**src/rtl/ivt_pkg.sv**
```systemverilog
package ivt_pkg;
    typedef enum logic [1:0] {
        ST_DISARMED = 2'd0,
        ST_ARMED    = 2'd1,
        ST_PENDING  = 2'd2
    } pend_state_e;
endpackage

```
**src/rtl/ivt_counter.sv**
```systemverilog
module ivt_counter #(
    parameter int CNT_W = 64
) (
    input  logic             clk_i,
    input  logic             rst_ni,
    output logic [CNT_W-1:0] cnt_o
);
    logic [CNT_W-1:0] cnt_q;

    always_ff @(posedge clk_i) begin
        if (!rst_ni) cnt_q <= '0;
        else         cnt_q <= cnt_q + 1'b1;
    end

    assign cnt_o = cnt_q;

    // one count per clock, modulo wrap
    a_r2_count_step: assert property (@(posedge clk_i) disable iff (!rst_ni)
        1'b1 |=> cnt_q == CNT_W'($past(cnt_q) + 1'b1));
endmodule

```
**src/rtl/ivt_compare.sv**
```systemverilog
module ivt_compare #(
    parameter int CMP_W = 32
) (
    input  logic             clk_i,
    input  logic             rst_ni,
    input  logic             wr_i,
    input  logic [CMP_W-1:0] wdata_i,
    input  logic [CMP_W-1:0] cnt_low_i,
    output logic             match_o
);
    logic [CMP_W-1:0] cmp_q;

    always_ff @(posedge clk_i) begin
        if (!rst_ni)   cmp_q <= '0;
        else if (wr_i) cmp_q <= wdata_i;
    end

    // The match uses the compare value held before this edge, so a
    // write in the matching cycle does not hide the match.
    assign match_o = (cnt_low_i == cmp_q);

    // a write loads the compare register
    a_r5_cmp_load: assert property (@(posedge clk_i) disable iff (!rst_ni)
        wr_i |=> cmp_q == $past(wdata_i));
endmodule

```
**src/rtl/ivt_pend_fsm.sv**
```systemverilog
module ivt_pend_fsm
    import ivt_pkg::*;
(
    input  logic clk_i,
    input  logic rst_ni,
    input  logic wr_i,
    input  logic match_i,
    input  logic ack_i,
    input  logic mask_i,
    output logic irq_o
);
    pend_state_e state_q, state_d;

    always_ff @(posedge clk_i) begin
        if (!rst_ni) state_q <= ST_DISARMED;
        else         state_q <= state_d;
    end

    always_comb begin
        state_d = state_q;
        unique case (state_q)
            ST_DISARMED: if (wr_i)              state_d = ST_ARMED;
            ST_ARMED:    if (match_i)           state_d = ST_PENDING;
            ST_PENDING:  if (ack_i && !match_i) state_d = ST_ARMED;
            default:                            state_d = ST_DISARMED;
        endcase
    end

    always_comb begin
        irq_o = (state_q == ST_PENDING) && !mask_i;
    end

    // only a write arms the machine
    a_r4_stay_disarmed: assert property (@(posedge clk_i) disable iff (!rst_ni)
        (state_q == ST_DISARMED && !wr_i) |=> state_q == ST_DISARMED);
    a_r4_write_arms: assert property (@(posedge clk_i) disable iff (!rst_ni)
        (state_q == ST_DISARMED && wr_i) |=> state_q == ST_ARMED);
    // a match while armed records the interrupt
    a_r5_match_sets: assert property (@(posedge clk_i) disable iff (!rst_ni)
        (state_q == ST_ARMED && match_i) |=> state_q == ST_PENDING);
    // an acknowledge without a match clears it
    a_r8_ack_clears: assert property (@(posedge clk_i) disable iff (!rst_ni)
        (state_q == ST_PENDING && ack_i && !match_i) |=> state_q == ST_ARMED);
    // pending holds without an acknowledge
    a_r10_pend_sticky: assert property (@(posedge clk_i) disable iff (!rst_ni)
        (state_q == ST_PENDING && !ack_i) |=> state_q == ST_PENDING);
endmodule

```
**src/rtl/ivt_timer.sv**
```systemverilog
module ivt_timer #(
    parameter int CNT_W = 64,
    parameter int CMP_W = 32
) (
    input  logic             clk_i,
    input  logic             rst_ni,
    input  logic             reg_rd_i,
    input  logic             reg_wr_i,
    input  logic [CMP_W-1:0] reg_wdata_i,
    output logic [CNT_W-1:0] reg_rdata_o,
    input  logic             irq_mask_i,
    input  logic             irq_ack_i,
    output logic             irq_o
);
    logic [CNT_W-1:0] cnt;
    logic             match;

    ivt_counter #(.CNT_W(CNT_W)) u_cnt (
        .clk_i  (clk_i),
        .rst_ni (rst_ni),
        .cnt_o  (cnt)
    );

    ivt_compare #(.CMP_W(CMP_W)) u_cmp (
        .clk_i     (clk_i),
        .rst_ni    (rst_ni),
        .wr_i      (reg_wr_i),
        .wdata_i   (reg_wdata_i),
        .cnt_low_i (cnt[CMP_W-1:0]),
        .match_o   (match)
    );

    ivt_pend_fsm u_fsm (
        .clk_i   (clk_i),
        .rst_ni  (rst_ni),
        .wr_i    (reg_wr_i),
        .match_i (match),
        .ack_i   (irq_ack_i),
        .mask_i  (irq_mask_i),
        .irq_o   (irq_o)
    );

    assign reg_rdata_o = reg_rd_i ? cnt : '0;

    // a set mask keeps the line low
    a_r7_mask_low: assert property (@(posedge clk_i) disable iff (!rst_ni)
        irq_mask_i |-> !irq_o);
endmodule

```
**config.mk**
```make
export PLATFORM = sky130hd
export DESIGN_NAME = ivt_timer
export DESIGN_NICKNAME = d
export VERILOG_FILES = /design/src/rtl/ivt_pkg.sv /design/src/rtl/ivt_counter.sv /design/src/rtl/ivt_compare.sv /design/src/rtl/ivt_pend_fsm.sv /design/src/rtl/ivt_timer.sv
export SDC_FILE = /design/constraint.sdc
export NUM_CORES = 1
export LEC_CHECK = 0
export BUFFER_PORTS_ARGS = -buffer_cell sky130_fd_sc_hd__buf_2
export CAP_MARGIN = 25
export CORE_ASPECT_RATIO = 1.2
export CORE_MARGIN = 3
export CORE_UTILIZATION = 30
export CTS_CLUSTER_DIAMETER = 60
export DETAILED_ROUTE_END_ITERATION = 10
export PLACE_DENSITY_LB_ADDON = 0.05
export SETUP_SLACK_MARGIN = 0.05
export SLEW_MARGIN = 15
export SYNTH_ARGS = -nofsm -noshare
export SYNTH_HDL_FRONTEND = slang
export SYNTH_SLANG_ARGS = --single-unit
export TNS_END_PERCENT = 100
```
**constraint.sdc**
```tcl
create_clock -name clk_i -period 2.74 [get_ports clk_i]
set_clock_uncertainty 0.15 [all_clocks]
set_input_delay 0.137 -clock clk_i [delete_from_list [all_inputs] [get_ports clk_i]]
set_output_delay 0.137 -clock clk_i [all_outputs]
set_load 0.01 [all_outputs]
```
==> results of run 1 <==
[worst max-delay path, delay by kind of cell, from the launching register on]
kind | cells | cell delay [ns]
AOI/OAI and AO/OA | 1 | 0.15
DFF | 1 | 0.43
and+or+nand+nor | 4 | 1.47
buffers and inverters | 1 | 0.21
[Yosys cell counts, types with 2 or more instances]
cell type / instances
clkbuf_1: 31
and4_1: 10
dfxtp_1: 98
and2_1: 68
nand2_1: 19
a21oi_1: 37
nor3_1: 2
buf_1: 5
clkbuf_2: 2
or3_1: 13
nand4_1: 22
nor2b_1: 2
or4_1: 28
buf_4: 2
mux2i_1: 32
nor2_1: 63
o21ai_0: 11
xor2_1: 11
and3_1: 5
nand3_1: 26
and4_4: 2
xnor2_1: 46
inv_1: 7
o31ai_1: 26
nor4_1: 10
buf_2: 5
or2_2: 2
[metrics by stage]
step	setup WS [ns]	hold WS, ns
final	0.232	0.0693
after CTS	0.111	0.0546
after detailed placement	0.131	0.228
after floorplan	0.448	0.109
after global routing	0.121	0.0948
after global placement	0.214	0.220
[cell usage in the layout (no fill, tap or decap), types with 13 or more instances in the layout]
master / synthesis / routed
buf_2: 5 / 102
dfxtp_1: 98 / 98
and2_1: 68 / 68
nor2_1: 63 / 63
xnor2_1: 46 / 46
a21oi_1: 37 / 37
dlygate4sd3_1: 0 / 33
buf_4: 2 / 33
mux2i_1: 32 / 32
or4_1: 28 / 27
nand3_1: 26 / 26
o31ai_1: 26 / 26
nand4_1: 22 / 22
nand2_1: 19 / 19
or3_1: 13 / 13
[where the power goes]
part / internal (mW) / leakage [nW] / switching, mW
logic: 0.121 / 1.63 / 0.114
registers: 1.46 / 0.797 / 0.0244
clock network: 0.717 / 0.146 / 0.606
[routing by layer]
| metal | up-vias | track usage, % | part of all wire, % |
|---|---|---|---|
| li1 | 2352 | - | - |
| met1 | 2219 | 20.7 | 44 |
| met2 | 95 | 28.4 | 50 |
| met3 | 23 | 2.26 | 3.5 |
| met4 | 0 | 7.12 | 2.7 |
| met5 | - | 0 | 0 |
[logic make-up (layout without fill, tap and decap cells)]
group	Yosys count	in the layout	share of synthesized area [%]
multiplexers	32	32	6.39
XOR/XNOR	57	57	9.95
flip-flops	98	98	39.1
adder cells (fa/ha/maj)	1	1	0.249
AND/OR/NAND/NOR	274	274	30.9
AO/OA/AOI/OAI	77	77	9.15
buffers and inverters	53	193	4.29
[worst min-delay path by stage]
stage	start	slack (ns)	end
floorplan	rst_ni	0.11	u_cnt.cnt_o[1]
global placement	reg_wdata_i[13]	0.22	u_cmp.cmp_q[13]
detailed placement	reg_wdata_i[23]	0.23	u_cmp.cmp_q[23]
CTS	irq_ack_i	0.05	u_fsm.state_q[1]
global route	irq_ack_i	0.09	u_fsm.state_q[1]
finish	irq_ack_i	0.07	u_fsm.state_q[1]
[registers in the layout, indices dropped and copies added, names as in the netlist]
register / flops
u_cnt.cnt_o: 64
u_cmp.cmp_q: 32
u_fsm.state_q: 2
[repair_timing]
item                                    4_1_cts  5_1_grt
endpoints found under the hold margin        35        0
endpoints found under the setup margin        0        4
gates resized for setup                       0        1
hold buffers                                 33        0
buffers inserted                              0        0
[layout make-up]
| cell class | instances | area (um^2) | share of cell area [%] |
|---|---|---|---|
| multi-input combinational | 441 | 2840 | 43.7 |
| sequential | 98 | 1960 | 30.1 |
| tap | 212 | 265 | 4.07 |
| timing repair buffer | 169 | 1110 | 17.0 |
| clock buffer | 9 | 225 | 3.46 |
| inverter | 8 | 30.0 | 0.461 |
| clock inverter | 7 | 77.6 | 1.19 |
==> impl_metrics.tcl, run 1 <==
set metrics [dict create \
    synth.avg_cell_area_um2 8.47 \
    netlist_instances 592 \
    slew_violations 0 \
    wire_per_inst_um 15.5 \
    route.detailed.drc 0 \
    endpoint_kind "flop" \
    place_congestion 0.838 \
    syn_nets 631 \
    synth-seq-cells 98 \
    critPathArrivalTime_ns 2.63 \
    routed_via_density 4.97 \
    max_slew.worst_pin.slew_ns 0.642 \
    fin_area_um2 6510 \
    final_antenna_net_count 0 \
    numPortBuffers 102 \
    worstPathCellList "and4_4, nand3_2, or4_1, buf_4, or4_1, a21oi_1" \
    clkLatencyLatePin_ns 0.36 \
    vias 4689 \
    dp_cells 895 \
    cts_max_level 3 \
    yosysTopAreaCell "dfxtp_1" \
    clk_pin_slew_worst_paths_ns 0.07 \
    reg2regPathDepth 6 \
    cpMaxStageDelayCell "or4_1" \
    cts_buffers 9 \
    dieWidth_um 124 \
    grt_pass1_wl_mm 24.1 \
    grt_max_degree 65 \
    layout.nets 766 \
    reg2reg_slack_ns 0.23 \
    async_flop_share_pct 0 \
    crit_required_ns 2.87 \
    relSlewSlack_pct 57.2 \
    netlist_area_um2 5020 \
    cts_tree "built" \
    synth.distinct_cells 34 \
    max_cap_violations 0 \
    syn_to_final_growth_pct 29.8 \
    n_fill_cell 1718 \
    setup_viol_count_final 0 \
    ir_drop_mv 0.255 \
    seq_area_frac_synth_pct 39.1 \
    grt_overflow 0 \
    synth_edf_count 0 \
    antenna_found_initial 0 \
    synth.area.top_cells "dfxtp_1 (39%), and2_1 (8.5%), xnor2_1 (8.0%), mux2i_1 (6.4%), nor2_1 (4.7%)" \
    die_h_um 148 \
    die-area_um2 18300 \
    grt_use_total_pct 16.6 \
    fin_util_pct 39.9 \
    r2r_end "u_cnt.cnt_o[41]" \
    final.setup.tns_ns 0 \
    drtIter0Drc 264 \
    layout-drive-gt1-share_pct 21.7 \
    fmax_mhz 399 \
    stdcell_count 944 \
    hold_path_depth 3 \
    crit_top_cell "or4_1" \
    p_total_mw 3.04 \
    clockBufferDepth 2 \
    ys.flop_type "dfxtp_1" \
    critPathMaxFanout 19 \
    n_antenna_cell 0 \
    setup.worst_path.end "u_cnt.cnt_o[41]" \
    hp-class "primary input to flop" \
    root_buffer "clkbuf_16" \
    p_leak_nw 2.57 \
    crit_type "flop to flop" \
    dr.pass1.iters 4 \
    startpoint_type "flop" \
    dpl-instance-area_um2 5870 \
    fin_crit_ns 2.51 \
    grt_pass1_vias 4618 \
    status "finished, final reports clean" \
    dp_hpwl_mm 10.5 \
    r2r-start "u_cnt.cnt_o[3]" \
    ys_warn_count 0 \
    yosysTopAreaCellShare_pct 39.1 \
    row_count 51 \
    start_util_pct 30.7 \
    cpPeakStageDelay_ns 0.54 \
    finalCritPeriodShare_pct 91.5 \
    drt-total-wl_mm 14.7 \
    coreArea_um2 16300 \
    crit_start "u_cnt.cnt_o[3]" \
    powerDensity_nw_per_um2 467 \
    rsz0062_at_grt "no" \
    final-hold-violation-count 0 \
    cts_num_sinks 98 \
    pin_count 103 \
]
Note: power is estimated with default switching activity, not from simulation.
==> run 2, diff against run 1 <==
--- a/config.mk
+++ b/config.mk
@@ -12,6 +12,7 @@
 export CORE_UTILIZATION = 30
 export CTS_CLUSTER_DIAMETER = 60
 export DETAILED_ROUTE_END_ITERATION = 10
+export MAX_ROUTING_LAYER = met4
 export PLACE_DENSITY_LB_ADDON = 0.05
 export SETUP_SLACK_MARGIN = 0.05
 export SLEW_MARGIN = 15
==> constraint.sdc (replaced) <==
create_clock -name clk_i -period 3.2 [get_ports clk_i]
set_clock_uncertainty 0.15 [all_clocks]
set_input_delay 0.96 -clock clk_i [delete_from_list [all_inputs] [get_ports clk_i]]
set_output_delay 0.96 -clock clk_i [all_outputs]
set_load 0.01 [all_outputs]
==> run 2 against run 1 <==
Against the previous run:
- count of clock-buffer cells in the layout rose by 3
- power fell by 17%
- non-clock buffer count fell by 46
- sequential power fell by 14%
- sequential share of layout area rose by 2.2 points
- critical path depth did not move
- sequential cell count did not move
- maximum frequency fell by 11%
- routed wire length fell by 2.0%
- critical endpoint is now u_cnt.cnt_o[37]
- global-route usage fell by 0.37 points
==> impl_metrics.tcl, run 2 (synthesized netlist as in run 1, its figures left out) <==
set metrics [dict create \
    status "finished, final reports clean" \
    cts_max_level 3 \
    seqCellArea_um2 1960 \
    final_antenna_net_count 0 \
    critPathMaxFanout 19 \
    dieWidth_um 124 \
    largest_reg_flops 64 \
    final.setup.tns_ns 0 \
    fin_crit_ns 2.81 \
    clk_pin_slew_worst_paths_ns 0.07 \
    row_count 51 \
    use_met3_pct 1.99 \
    route.detailed.drc 0 \
    hp-class "flop to flop" \
    cts_tree "built" \
    endpoint_kind "flop" \
    root_buffer "clkbuf_16" \
    layout_common_cells "buf_2 (102), dfxtp_1 (98), and2_1 (68), nor2_1 (63), xnor2_1 (46)" \
    grt_max_degree 65 \
    crit_type "flop to flop" \
    setup_viol_count_final 0 \
    start_util_pct 30.7 \
    fin_util_pct 37.2 \
    powerDensity_nw_per_um2 417 \
    die-area_um2 18300 \
    multi_input_area_um2 2840 \
    cts-hold-fix-buffers 0 \
    syn_to_final_growth_pct 21.0 \
    layout.nets 720 \
    reg2reg_slack_ns 0.39 \
    rsz0062_at_grt "no" \
    relSlewSlack_pct 57.1 \
    clkLatencyLatePin_ns 0.34 \
    dr.pass1.iters 4 \
    layout_commonest_cell "buf_2" \
    max_slew.worst_pin.slew_ns 0.641 \
    finalCritPeriodShare_pct 87.9 \
    grt_pass1_vias 4254 \
    final-hold-violation-count 0 \
    antenna_found_initial 0 \
    cts_num_sinks 98 \
    grt_pass1_wl_mm 22.7 \
    vias 4477 \
    gr-max-usage-layer "met2" \
    drtIter0Drc 279 \
    fmax_mhz 356 \
    whs_ns 0.344 \
    wire_per_inst_um 16.0 \
    drt-total-wl_mm 14.4 \
    grt_overflow 0 \
    coreArea_um2 16300 \
    clockBufferDepth 2 \
    critPathArrivalTime_ns 2.93 \
    routed_via_density 4.99 \
    n_antenna_cell 0 \
    ir_drop_mv 0.190 \
    grt_util_met2_pct 26.5 \
    slew_violations 0 \
    grt_use_total_pct 16.3 \
    cts_buffers 9 \
    die_h_um 148 \
    post_cts_buffers 0 \
    n_fill_cell 1758 \
    met1_usage_pct 20.9 \
    place_congestion 0.790 \
    dp_hpwl_mm 10.1 \
    post_cts_resize_count 0 \
    numPortBuffers 102 \
    pin_count 103 \
    startpoint_type "flop" \
    p_leak_nw 2.36 \
    layout-drive-gt1-share_pct 20.7 \
    max_cap_violations 0 \
    crit_required_ns 3.32 \
]
## run 2: path summary, 6_finish.rpt
path / from / endpoint / cells past startpoint
setup reg to reg: u_cnt.cnt_o[8] / u_cnt.cnt_o[37] / 6
hold reg to reg: u_cnt.cnt_o[53] / u_cnt.cnt_o[53] / 2
hold / removal: u_cnt.cnt_o[53] / u_cnt.cnt_o[53] / 2
setup / recovery: u_cnt.cnt_o[8] / u_cnt.cnt_o[37] / 6
## run 2: critical path: stages, from the launching register on
cell and delay (ns):
dfxtp_1 0.42, and4_4 0.28, nand4_1 0.14, buf_4 0.21, or4_1 0.80, or4_1 0.58
a21oi_1 0.17
## run 2: metal layers
metal	part of all wire (%)	up-vias
met5	0	-
met4	1.7	0
met3	2.9	18
met2	50	82
met1	46	2114
li1	-	2263
## run 2: final cells by class
type	count	area share (%)
inverters	8	0.495
clock inverters	3	0.660
well taps	212	4.37
multi-input cells	441	46.8
repair buffers	123	11.3
flip-flops and latches	98	32.3
clock buffers	12	4.06
## run 2: power breakdown
group,switching [mW],internal (mW)
registers,0.0198,1.25
clock network,0.471,0.622
logic,0.0944,0.0769
## run 2: per-stage QoR
step / std cells / cell area (um^2) / power [mW] / setup WS [ns]
after floorplan: 592 / 5020 / 1.40 / 0.512
after global placement: 881 / 5770 / 1.47 / 0.461
after detailed placement: 881 / 5770 / 1.47 / 0.403
after CTS: 896 / 6060 / 2.57 / 0.384
after global routing: 897 / 6070 / 2.65 / 0.214
final: 897 / 6070 / 2.53 / 0.387
